## src/rtl/otp_prot_pkg.sv

```systemverilog
package otp_prot_pkg;

    typedef enum logic [1:0] {
        MODE_READ      = 2'd0,
        MODE_REG_SETUP = 2'd1,
        MODE_ARR_SETUP = 2'd2
    } mode_e;

    typedef enum logic [1:0] {
        CLS_LOCK    = 2'd0,
        CLS_REGION  = 2'd1,
        CLS_OUTSIDE = 2'd2
    } addr_cls_e;

    localparam logic [7:0] CMD_REG_SETUP = 8'hC0;
    localparam logic [7:0] CMD_ARR_SETUP = 8'h40;
    localparam logic [7:0] CMD_CLR_STAT  = 8'h50;

endpackage

```

## src/rtl/otp_addr_decode.sv

```systemverilog
module otp_addr_decode
    import otp_prot_pkg::*;
#(
    parameter int ADDR_W = 8,
    parameter int NUM_REGIONS = 2,
    parameter int REGION_WORDS = 4,
    parameter logic [ADDR_W-1:0] BASE = 8'h80,
    localparam int TOTAL_WORDS = NUM_REGIONS * REGION_WORDS,
    localparam int FLAT_W = (TOTAL_WORDS > 1) ? $clog2(TOTAL_WORDS) : 1,
    localparam int RGN_W = (NUM_REGIONS > 1) ? $clog2(NUM_REGIONS) : 1
) (
    input  logic [ADDR_W-1:0] addr,
    output addr_cls_e         cls,
    output logic [FLAT_W-1:0] flat_idx,
    output logic [RGN_W-1:0]  region
);
    int off;

    always_comb begin
        off      = int'(addr) - int'(BASE);
        cls      = CLS_OUTSIDE;
        flat_idx = '0;
        region   = '0;
        if (off == 0) begin
            cls = CLS_LOCK;
        end else if (off >= 1 && off <= TOTAL_WORDS) begin
            cls      = CLS_REGION;
            flat_idx = FLAT_W'(off - 1);
            region   = RGN_W'((off - 1) / REGION_WORDS);
        end
    end
endmodule

```

## src/rtl/otp_cmd_decode.sv

```systemverilog
module otp_cmd_decode
    import otp_prot_pkg::*;
(
    input  mode_e      mode_q,
    input  logic       wr_en,
    input  logic [7:0] cmd,
    output mode_e      mode_d,
    output logic       pgm_req,
    output logic       arr_req,
    output logic       clr_req
);
    always_comb begin
        mode_d  = mode_q;
        pgm_req = 1'b0;
        arr_req = 1'b0;
        clr_req = 1'b0;
        case (mode_q)
            MODE_READ: begin
                if (wr_en) begin
                    case (cmd)
                        CMD_REG_SETUP: mode_d = MODE_REG_SETUP;
                        CMD_ARR_SETUP: mode_d = MODE_ARR_SETUP;
                        CMD_CLR_STAT:  clr_req = 1'b1;
                        default:       mode_d = MODE_READ;
                    endcase
                end
            end
            MODE_REG_SETUP: begin
                if (wr_en) begin
                    pgm_req = 1'b1;
                    mode_d  = MODE_READ;
                end
            end
            MODE_ARR_SETUP: begin
                if (wr_en) begin
                    arr_req = 1'b1;
                    mode_d  = MODE_READ;
                end
            end
            default: mode_d = MODE_READ;
        endcase
    end
endmodule

```

## src/rtl/otp_grant.sv

```systemverilog
module otp_grant
    import otp_prot_pkg::*;
#(
    parameter int NUM_REGIONS = 2,
    localparam int RGN_W = (NUM_REGIONS > 1) ? $clog2(NUM_REGIONS) : 1
) (
    input  logic                   pgm_req,
    input  logic                   arr_req,
    input  addr_cls_e              cls,
    input  logic [RGN_W-1:0]       region,
    input  logic [NUM_REGIONS-1:0] open_bits,
    output logic                   lock_wr,
    output logic                   word_wr,
    output logic                   viol
);
    always_comb begin
        lock_wr = 1'b0;
        word_wr = 1'b0;
        viol    = 1'b0;
        if (pgm_req) begin
            case (cls)
                CLS_LOCK:   lock_wr = 1'b1;
                CLS_REGION: begin
                    if (open_bits[region]) word_wr = 1'b1;
                    else                   viol    = 1'b1;
                end
                default:    viol = 1'b1;
            endcase
        end else if (arr_req) begin
            viol = (cls != CLS_OUTSIDE);
        end
    end
endmodule

```

## src/rtl/otp_read_mux.sv

```systemverilog
module otp_read_mux
    import otp_prot_pkg::*;
#(
    parameter int DATA_W = 16,
    parameter int TOTAL_WORDS = 8,
    localparam int FLAT_W = (TOTAL_WORDS > 1) ? $clog2(TOTAL_WORDS) : 1
) (
    input  addr_cls_e                             cls,
    input  logic [FLAT_W-1:0]                     flat_idx,
    input  logic [TOTAL_WORDS-1:0][DATA_W-1:0]    words,
    input  logic [DATA_W-1:0]                     lock_word,
    output logic [DATA_W-1:0]                     rdata
);
    always_comb begin
        case (cls)
            CLS_LOCK:   rdata = lock_word;
            CLS_REGION: rdata = words[flat_idx];
            default:    rdata = '0;
        endcase
    end
endmodule

```

## src/rtl/otp_prot_regs.sv

```systemverilog
module otp_prot_regs
    import otp_prot_pkg::*;
#(
    parameter int ADDR_W = 8,
    parameter int DATA_W = 16,
    parameter int NUM_REGIONS = 2,
    parameter int REGION_WORDS = 4,
    parameter logic [ADDR_W-1:0] BASE = 8'h80,
    parameter logic [REGION_WORDS*DATA_W-1:0] FACTORY_ID = 64'h1A2B_3C4D_5E6F_7081
) (
    input  logic              clk,
    input  logic              rst_n,
    input  logic              bus_wr,
    input  logic [ADDR_W-1:0] bus_addr,
    input  logic [DATA_W-1:0] bus_wdata,
    output logic [DATA_W-1:0] bus_rdata,
    output logic              prot_err
);
    localparam int TOTAL_WORDS = NUM_REGIONS * REGION_WORDS;
    localparam int FLAT_W = (TOTAL_WORDS > 1) ? $clog2(TOTAL_WORDS) : 1;
    localparam int RGN_W = (NUM_REGIONS > 1) ? $clog2(NUM_REGIONS) : 1;

    typedef logic [TOTAL_WORDS-1:0][DATA_W-1:0] words_t;

    typedef struct packed {
        mode_e             mode;
        logic              err;
        logic [DATA_W-1:0] lock;
        words_t            words;
    } state_t;

    function automatic words_t init_words();
        words_t w;
        for (int i = 0; i < TOTAL_WORDS; i++) begin
            if (i < REGION_WORDS) w[i] = FACTORY_ID[i*DATA_W +: DATA_W];
            else                  w[i] = '1;
        end
        return w;
    endfunction

    localparam words_t WORDS_RST = init_words();
    localparam logic [DATA_W-1:0] LOCK_RST = {{(DATA_W-1){1'b1}}, 1'b0};

    state_t st_q, st_d;

    addr_cls_e         cls;
    logic [FLAT_W-1:0] flat_idx;
    logic [RGN_W-1:0]  region;
    mode_e             mode_nx;
    logic              pgm_req, arr_req, clr_req;
    logic              lock_wr, word_wr, viol;

    otp_addr_decode #(
        .ADDR_W(ADDR_W), .NUM_REGIONS(NUM_REGIONS),
        .REGION_WORDS(REGION_WORDS), .BASE(BASE)
    ) u_decode (
        .addr(bus_addr), .cls(cls), .flat_idx(flat_idx), .region(region)
    );

    otp_cmd_decode u_cmd (
        .mode_q(st_q.mode), .wr_en(bus_wr), .cmd(bus_wdata[7:0]),
        .mode_d(mode_nx), .pgm_req(pgm_req), .arr_req(arr_req), .clr_req(clr_req)
    );

    otp_grant #(.NUM_REGIONS(NUM_REGIONS)) u_grant (
        .pgm_req(pgm_req), .arr_req(arr_req), .cls(cls), .region(region),
        .open_bits(st_q.lock[NUM_REGIONS-1:0]),
        .lock_wr(lock_wr), .word_wr(word_wr), .viol(viol)
    );

    otp_read_mux #(.DATA_W(DATA_W), .TOTAL_WORDS(TOTAL_WORDS)) u_rmux (
        .cls(cls), .flat_idx(flat_idx), .words(st_q.words),
        .lock_word(st_q.lock), .rdata(bus_rdata)
    );

    always_comb begin
        st_d      = st_q;
        st_d.mode = mode_nx;
        if (clr_req) st_d.err = 1'b0;
        if (viol)    st_d.err = 1'b1;
        if (lock_wr) st_d.lock = st_q.lock & bus_wdata;
        if (word_wr) st_d.words[flat_idx] = st_q.words[flat_idx] & bus_wdata;
    end

    always_ff @(posedge clk or negedge rst_n) begin
        if (!rst_n) begin
            st_q.mode  <= MODE_READ;
            st_q.err   <= 1'b0;
            st_q.lock  <= LOCK_RST;
            st_q.words <= WORDS_RST;
        end else begin
            st_q <= st_d;
        end
    end

    assign prot_err = st_q.err;
endmodule

```

## config.mk

```make
export PLATFORM = sky130hd
export DESIGN_NAME = otp_prot_regs
export DESIGN_NICKNAME = d
export VERILOG_FILES = /design/src/rtl/otp_prot_pkg.sv /design/src/rtl/otp_addr_decode.sv /design/src/rtl/otp_cmd_decode.sv /design/src/rtl/otp_grant.sv /design/src/rtl/otp_read_mux.sv /design/src/rtl/otp_prot_regs.sv
export SDC_FILE = /design/constraint.sdc
export NUM_CORES = 1
export LEC_CHECK = 0
export BUFFER_PORTS_ARGS = -buffer_cell sky130_fd_sc_hd__buf_2
export CORE_MARGIN = 4
export CORE_UTILIZATION = 61
export DETAILED_ROUTE_END_ITERATION = 10
export MAX_ROUTING_LAYER = met4
export PLACE_DENSITY = 0.8
export RECOVER_POWER = 100
export SLEW_MARGIN = 20
export SYNTH_ARGS = -nofsm -noshare
export SYNTH_HDL_FRONTEND = slang
export SYNTH_SLANG_ARGS = --single-unit
```

## constraint.sdc

```tcl
create_clock -name clk -period 3.72 [get_ports clk]
set_input_delay 0.372 -clock clk [delete_from_list [all_inputs] [get_ports clk]]
set_output_delay 0.372 -clock clk [all_outputs]
set_load 0.01 [all_outputs]
```

==> metrics, run 1 <==
outcome=complete, but fails checks; violations in the final reports=max-capacitance violations, max-slew violations; Max Fclk=315.5 MHz; clock sinks=147; IO Port Bufs=43; max-slew violations=123; Syn Area/Cell=10.03 um2; Cells after Synth=744; r2r worst-path depth=5; full die area=14060 um2; starting density of the core=0.6211; Worst Min Path Start=bus_wdata[14]; final setup vio count=0; Total GRT Usage=0.2959; antenna violations before repair=0; commonest non-fill, non-tap cell in the layout=nand2_1; Ports=44; Core Region=12010 um2; CP Max Fanout=22; Synth Net Count=778; Post CTS Setup Buffer Count=0; drt first-iter violations=890; RSZ-0062 raised after global routing=false; Final nets=809; Post-synth EDFFs=0; Post-synth ARST share=1.000; ys flop type=dfstp_2; Critical Path AT=3450 ps; ranking of synthesized cells by area=dfstp_2 39%, dfrtp_1 12%, nand2_1 8.1%; Reg2Reg Setup Slack=1240 ps; Distinct cells, synth=73; Total Wirelength=19400 um; setup_tns=0 ps; Slew headroom=-0.9346; die height=118.6 um; CP endpoint kind=flop; Final Skew=7.768 ps; routed length per instance=20.75 um; Synth top area share=0.3874; HP Class=in -> reg; Clk Latency, worst-skew pair=420 ps; Critical Path RT=4000 ps; CTS tree=yes; chip width=118.6 um; Fin. Hold Viols=0; Ys Warns=0; Synth area leader=dfstp_2; startpoint type of the worst setup path=input port; sequential share of the synthesized area=0.5115; GP Congestion=0.9866; reg2reg start=st_q[128]; layout cells sized above 1=0.2805; worst-margin pin slew=2902 ps; hold_buf cts=0; hold path endpoint=st_q[142]; final core occ=0.6832; antenna cells=0; Final Cycle Share=0.8519; Clock Tree Root=clkbuf_16; H-tree depth=4; crit path time final=3169 ps; most frequent cells in the layout=161 x nand2_1, 126 x o21ai_0, 110 x dfstp_2; max_cap viols=1; via count=6063; Site Rows=40; hpwl dp=12980 um; vias in the first global route=5854; pwr dens=426.8 nW/um2; Bufs on Longest Clock Path=2; Post-CTS Resized=0; routed vias/inst=6.484; critical path type=in -> reg; largest net degree at the start of global routing=123; gr ovfl total=0; Post-Synthesis Cell Area=7461 um2; residual DRC count=0; post-route ant nets=0; Hold Crit Depth=2; RR Endpoint=st_q[77]; Detailed Routing Iterations Pass 1=5; #FFs+latches synth=147; first-pass GRT wire length=31580 um; Area growth syn-to-layout=9.995%; leakage=3.052 nW; critical path launch point=bus_addr[1]; Worst VDD drop=0.3080 mV; CTS Buf Count=17; Clk pin slew, worst setup/hold paths=60 ps
[critical path, stage by stage]
cell and delay, ps:
clkbuf_1 140, inv_1 110, ha_1 360, xnor2_4 550
mux2i_1 310, a21oi_2 40, clkbuf_1 240, o2111ai_2 260
clkbuf_1 760, o21ai_0 280
[cell usage after synthesis (all sizes together), types with 2 or more instances]
cell type and count:
nand3 12, a32o 2, mux2 7, o221a 2
o22ai 4, o22a 3, o31ai 4, and2 5
nand2 163, a21oi 14, a211oi 4, nand2b 4
o2111ai 3, nor3 13, o211ai 11, nor4b 2
dfrtp 37, mux4 4, buf 46, clkbuf 6
inv 7, a2bb2oi 4, or2 6, xor2 2
ha 7, a32oi 6, a211o 3, o221ai 6
nor2 24, or3 8, dfstp 110, a2111oi 2
mux2i 22, a221oi 3, a22o 8, nand3b 3
o21a 16, o21ai 145
[cell families after synthesis]
group	Yosys count	share of synthesized area
xor gates and xnor gates	3	0.008554
and+or+nand+nor	248	0.1514
AOI/OAI and AO/OA	247	0.2222
adders and majority gates	7	0.01174
muxes	33	0.05216
DFF	147	0.5115
buffers and inverters	59	0.04243
[layer usage]
layer | global-route usage | part of all wire | vias to the layer above | wire length [um]
li1 | - | - | 2721 | -
met2 | 0.4291 | 0.45 | 353 | 8807
met5 | - | 0 | - | 0
met3 | 0.07225 | 0.094 | 42 | 1819
met1 | 0.4072 | 0.43 | 2947 | 8304
met4 | 0.1093 | 0.024 | 0 | 468
[report_power, final]
part	switching (mW)	leakage, nW	total [mW]	internal [mW]
Clock	0.632	0.286	1.64	1.01
Combinational	0.173	1.12	0.252	0.0788
Sequential	0.00261	1.65	1.61	1.61
[final cells by class]
| type | count | area [um2] |
|---|---|---|
| clock buffers | 24 | 501.7 |
| clock inverters | 8 | 75.07 |
| fillers | 905 | 3805 |
| inverters | 7 | 26.28 |
| multi-input cells | 538 | 3278 |
| flip-flops and latches | 147 | 3816 |
| well taps | 147 | 183.9 |
| repair buffers | 64 | 325.3 |
[state kept, by name, indices dropped and copies added, names as in the netlist]
signal and count:
prot_err 1, st_q 146
[how the worst max path moves through the flow]
stage	end	slack, ps	cells past startpoint
after floorplan	bus_rdata[9]	530	12
after global placement	bus_rdata[8]	720	9
after detailed placement	bus_rdata[12]	690	9
after CTS	bus_rdata[12]	680	9
after global routing	st_q[108]	330	11
final	st_q[77]	550	10
[per-stage QoR]
| step | cell area (um2) | worst slack (ps) | power (mW) | cells | hold WS (ps) |
|---|---|---|---|---|---|
| 2_1_floorplan | 7461 | 532.9 | 1.784 | 744 | 76.41 |
| 3_5_place_dp | 7759 | 692.6 | 1.888 | 903 | 449.9 |
| 4_1_cts | 8335 | 678.3 | 3.521 | 935 | 161.8 |
| 6_report | 8207 | 550.8 | 3.502 | 935 | 185.6 |
| 3_3_place_gp | 7759 | 723.5 | 1.881 | 903 | 445.6 |
| 5_1_grt | 8207 | 332.2 | 3.621 | 935 | 178.7 |
(Power assumes the default switching activity.)
==> run 2: changes to the inputs <==
Settings changed: ABC_AREA set to 1, CORE_UTILIZATION 61 to 62, PLACE_DENSITY 0.8 to 0.81.
==> metrics, run 2 <==
outcome=complete, but fails checks; violations in the final reports=max-capacitance violations, max-slew violations; sequential share of the synthesized area=0.4821; Seq pwr share=0.430; drt first-iter violations=890; placed cells=1186; Final Skew=8.148 ps; CTS tree=yes; routed vias/inst=5.891; Syn Area/Cell=7.792 um2; multiplexer share of the synthesized area=0; Post-synth EDFFs=0; antenna violations before repair=0; xor and xnor area share after synthesis=0.002055; Synth Area in Adders=0.01106; GP Congestion=0.8870; die height=121.0 um; final setup vio count=0; setup_tns=0 ps; max_cap viols=1; Sw Ratio=0.2383; Synth area leader=dfstp_2; Total Wirelength=22620 um; residual DRC count=0; startpoint type of the worst setup path=input port; Worst VDD drop=0.3929 mV; routed length per instance=18.57 um; CP endpoint kind=primary output; Logic pwr share=0.078; leakage=4.132 nW; Final nets=1068; register area=3816 um2; final setup margin=224.9 ps; cell with the most instances after synthesis=nand2_1; most frequent cells in the layout=441 x nand2_1, 197 x nand3_1, 110 x dfstp_2; Clk Latency, worst-skew pair=430 ps; chip width=121.0 um; layout cells sized above 1=0.2180; Max Fclk=286.1 MHz; critical path type=in -> out; Total GRT Usage=0.3267; Post-CTS Resized=0; Area growth syn-to-layout=9.831%; first-pass GRT wire length=35530 um; #FFs+latches synth=147; Largest register FFs=146; Biggest register=st_q; antenna cells=0; RSZ-0062 raised after global routing=false; H-tree depth=4; Post-synth ARST share=1.000; commonest non-fill, non-tap cell in the layout=nand2_1; Core Region=12570 um2; Synth Area in Compound Gates=0.02813; hpwl dp=13120 um; Site Rows=41; crit path time final=3495 ps; worst-margin pin slew=1878 ps; Switching Power=0.8917 mW; CP Max Fanout=13; via count=7175; Synth Net Count=1050; clock share of power=0.492; Multi-input gate area=3522 um2; full die area=14640 um2; max-slew violations=78; Ys Warns=0; IO Port Bufs=43; ys flop type=dfstp_2; internal power=2.850 mW; pwr dens=430.3 nW/um2; gr ovfl total=0; starting density of the core=0.6299; Bufs on Longest Clock Path=2; Fin. Hold Viols=0; Final Cycle Share=0.9395; clock sinks=147; vias in the first global route=6823; Post-Place Worst Slack=312.1 ps; Synth top area share=0.3651; Distinct cells, synth=30; Cells after Synth=1016; Synth Area in Simple Gates=0.4166; HP Class=in -> reg; Detailed Routing Iterations Pass 1=6; largest net degree at the start of global routing=78; post-route ant nets=0; Ports=44; Layout Cells excl Fill=1218; Post-Synthesis Cell Area=7916 um2; Critical Path RT=3350 ps; Slew headroom=-0.2518; CTS Buf Count=17; combinational family with the most area after synthesis=simple AND/OR/NAND/NOR gates; Fillers=1022; Clk pin slew, worst setup/hold paths=60 ps; Critical Path AT=3120 ps; ranking of synthesized cells by area=dfstp_2 37%, nand2_1 21%, nand3_1 12%; Clock Tree Root=clkbuf_16; most frequent cells after synthesis=440 x nand2_1, 197 x nand3_1, 110 x dfstp_2
[run 2: cells by family (layout without fill, tap and decap cells)]
group | after synthesis | count (layout)
AOI/OAI and AO/OA | 41 | 41
xor gates and xnor gates | 1 | 1
adders and majority gates | 7 | 7
buffers and inverters | 108 | 138
DFF | 147 | 147
and+or+nand+nor | 712 | 712
[run 2: what timing repair did]
action,in CTS,in global routing
setup buffers,0,0
hold endpoints to repair,4,0
hold buffers,1,0
[run 2: area by class of cell]
type / instances / share of cell area
Multi-Input combinational cell: 761 / 0.4051
Clock inverter: 9 / 0.01770
Timing Repair Buffer: 56 / 0.03698
Inverter: 51 / 0.02202
Tap cell: 172 / 0.02475
Sequential cell: 147 / 0.4389
Clock buffer: 22 / 0.05454
[run 2: path summary, 6_finish.rpt]
path                               start            end  slack, ps  cells after the start
setup / recovery             bus_addr[0]  bus_rdata[13]        220                     16
hold / removal             bus_wdata[10]      st_q[138]        230                      3
setup reg to reg               st_q[146]       st_q[23]        770                      9
hold reg to reg                st_q[141]      st_q[141]        460                      2
max in group asynchronous          rst_n       st_q[41]        790                      3
min in group asynchronous          rst_n       st_q[33]        990                      2
[run 2: power groups by stage]
| stage | clock (mW) | combinational [mW] | sequential, mW |
|---|---|---|---|
| after detailed placement | 0 | 0.295 | 1.63 |
| after floorplan | 0 | 0.180 | 1.63 |
| after CTS | 1.85 | 0.299 | 1.61 |
| after global placement | 0 | 0.292 | 1.63 |
| after global routing | 1.92 | 0.316 | 1.61 |
| final | 1.84 | 0.291 | 1.61 |
[run 2: per-stage QoR]
step / instance area (um2) / util / power (mW) / hold slack (ps)
final: 8695 / 0.6918 / 3.742 / 227.3
after global routing: 8695 / 0.6918 / 3.850 / 242.3
after CTS: 8835 / 0.7029 / 3.758 / 216.9
after detailed placement: 8197 / 0.6522 / 1.928 / 444.2
after global placement: 8197 / 0.6522 / 1.925 / 438.5
after floorplan: 7916 / - / 1.814 / 76.41
[run 2: routing by layer]
layer  part of all wire  GRT usage  vias up  wire length (um)
met4              0.026     0.1324        0               595
li1                   -          -     3311                 -
met2               0.46     0.4821      380             10420
met1               0.42     0.4474     3427              9464
met5                  0          -        -                 0
met3              0.095    0.06527       57              2143
[run 2: critical path: stages]
cell and delay, ps:
buf_2 140, inv_1 230, ha_1 260, inv_1 60, o21ai_1 160, nand2_1 90, nand2_2 150, nand4_1 270
nor2_4 430, clkbuf_2 320, nand3_1 110, nand2_1 110, nor2_4 80, nand2_1 90, o21ai_0 110, buf_2 150
==> run 3: changes to the inputs <==
Settings changed: CORE_UTILIZATION 62 to 46, PLACE_DENSITY 0.81 to not set.
==> metrics, run 3 (synthesized netlist as in run 2, its figures left out) <==
internal power=2.713 mW; gr ovfl total=0; routed vias/inst=5.455; grt met1 use=0.3694; Post CTS Setup Buffer Count=0; clock share of power=0.474; clock sinks=147; leakage=4.230 nW; Clock Tree Root=clkbuf_16; Biggest register=st_q; via count=6950; Clk Latency, worst-skew pair=430 ps; Ports=44; worst-margin pin slew=2520 ps; setup_tns=0 ps; largest net degree at the start of global routing=100; GRT met3 Usage=0.04724; IO Port Bufs=43; critical path type=in -> out; full die area=19370 um2; hold_buf cts=0; Fin. Hold Viols=0; layout cells sized above 1=0.2277; CP Cell Sequence=buf_2 -> nor2_1 -> nand2_1 -> nor2_4 -> nand2_1 -> nand4_1 -> buf_12 -> nand2_1 -> nand3_1 -> nand2_1 -> nor2_4 -> nand2_1 -> o21ai_1 -> buf_2; vias in the first global route=6529; Worst VDD drop=0.3274 mV; post-route ant nets=0; starting density of the core=0.4740; most frequent CP cell=nand2_1; GP Congestion=0.8844; hpwl dp=14340 um; Logic pwr share=0.084; commonest non-fill, non-tap cell in the layout=nand2_1; H-tree depth=4; chip width=139.2 um; drt first-iter violations=619; Critical Path RT=3350 ps; Site Rows=47; Worst path slowest cell=nand2_1; final setup vio count=0; residual DRC count=0; Max Fclk=304.4 MHz; Total GRT Usage=0.2545; Detailed Routing Iterations Pass 1=5; Final Skew=9.534 ps; max-slew violations=99; Slew headroom=-0.6798; CTS tree=yes; routed length per instance=18.44 um; crit path time final=3285 ps; startpoint type of the worst setup path=input port; final setup margin=435.1 ps; most frequent cells in the layout=442 x nand2_1, 197 x nand3_1, 110 x dfstp_2; CP Max Fanout=67; Seq pwr share=0.442; antenna cells=0; max_cap viols=1; Area growth syn-to-layout=11.13%; die height=139.2 um; Critical Path AT=2910 ps; violations in the final reports=max-capacitance violations, max-slew violations; Switching Power=0.9299 mW; HP Class=in -> reg; M2 GR Usage=0.3751; Clk pin slew, worst setup/hold paths=60 ps; Post-Layout Inst Area=8797 um2; first-pass GRT wire length=37610 um; Largest register FFs=146; Sw Ratio=0.2553; CTS Buf Count=17; antenna violations before repair=0; pwr dens=414.1 nW/um2; outcome=complete, but fails checks; Placed Area=8317 um2; Final nets=1075; Total Wirelength=23490 um; Bufs on Longest Clock Path=2; Final Cycle Share=0.8830; CP endpoint kind=primary output; Post-Place Worst Slack=616.8 ps; CP peak stage delay=390 ps; Core Region=16700 um2; RSZ-0062 raised after global routing=false; Post-CTS Resized=0; GR peak layer=met2
## run 3: cell type report
cell class                      instances  area (um2)
Inverter                               51       191.4
Timing Repair Buffer                   63       397.9
Fill cell                            1651        7904
Tap cell                              220       275.3
Sequential cell                       147        3816
Multi-Input combinational cell        761        3528
Clock buffer                           21       460.4
Clock inverter                         11       127.6
## run 3: routing by layer
layer / vias to the layer above / wire length (um)
li1: 3330 / -
met5: - / 0
met3: 21 / 1672
met2: 252 / 10610
met4: 0 / 285
met1: 3347 / 10920
## run 3: path summary, 6_finish.rpt
path                                    from           end  slack [ps]  depth (start not counted)
max in group asynchronous              rst_n      st_q[41]        1510                          1
worst min-delay path            bus_wdata[9]     st_q[137]         220                          3
worst max-delay path             bus_addr[5]  bus_rdata[2]         440                         14
min in group asynchronous              rst_n      st_q[52]         710                          1
worst min register to register     st_q[142]     st_q[142]         450                          2
worst max register to register     st_q[146]      st_q[89]         800                          9
## run 3: through the flow
step | util | instances | total power, mW | hold WS (ps)
floorplan | - | 1016 | 1.814 | 76.41
global placement | 0.4980 | 1242 | 1.950 | 436.9
detailed placement | 0.4980 | 1242 | 1.949 | 447.8
CTS | 0.5332 | 1274 | 3.675 | 98.77
global route | 0.5267 | 1274 | 3.767 | 242.3
finish | 0.5267 | 1274 | 3.643 | 225.0
## run 3: power groups by stage
stage               combinational [mW]  clock (mW)  sequential, mW
global route                     0.334        1.82            1.61
floorplan                        0.180           0            1.63
detailed placement               0.315           0            1.63
global placement                 0.316           0            1.63
CTS                              0.316        1.75            1.61
finish                           0.306        1.73            1.61
## run 3: worst max-delay path: cells and delay by family
| kind | cells | cell delay [ps] |
|---|---|---|
| AND/OR/NAND/NOR | 10 | 1820 |
| buffers and inverters | 3 | 580 |
| AO/OA/AOI/OAI | 1 | 110 |
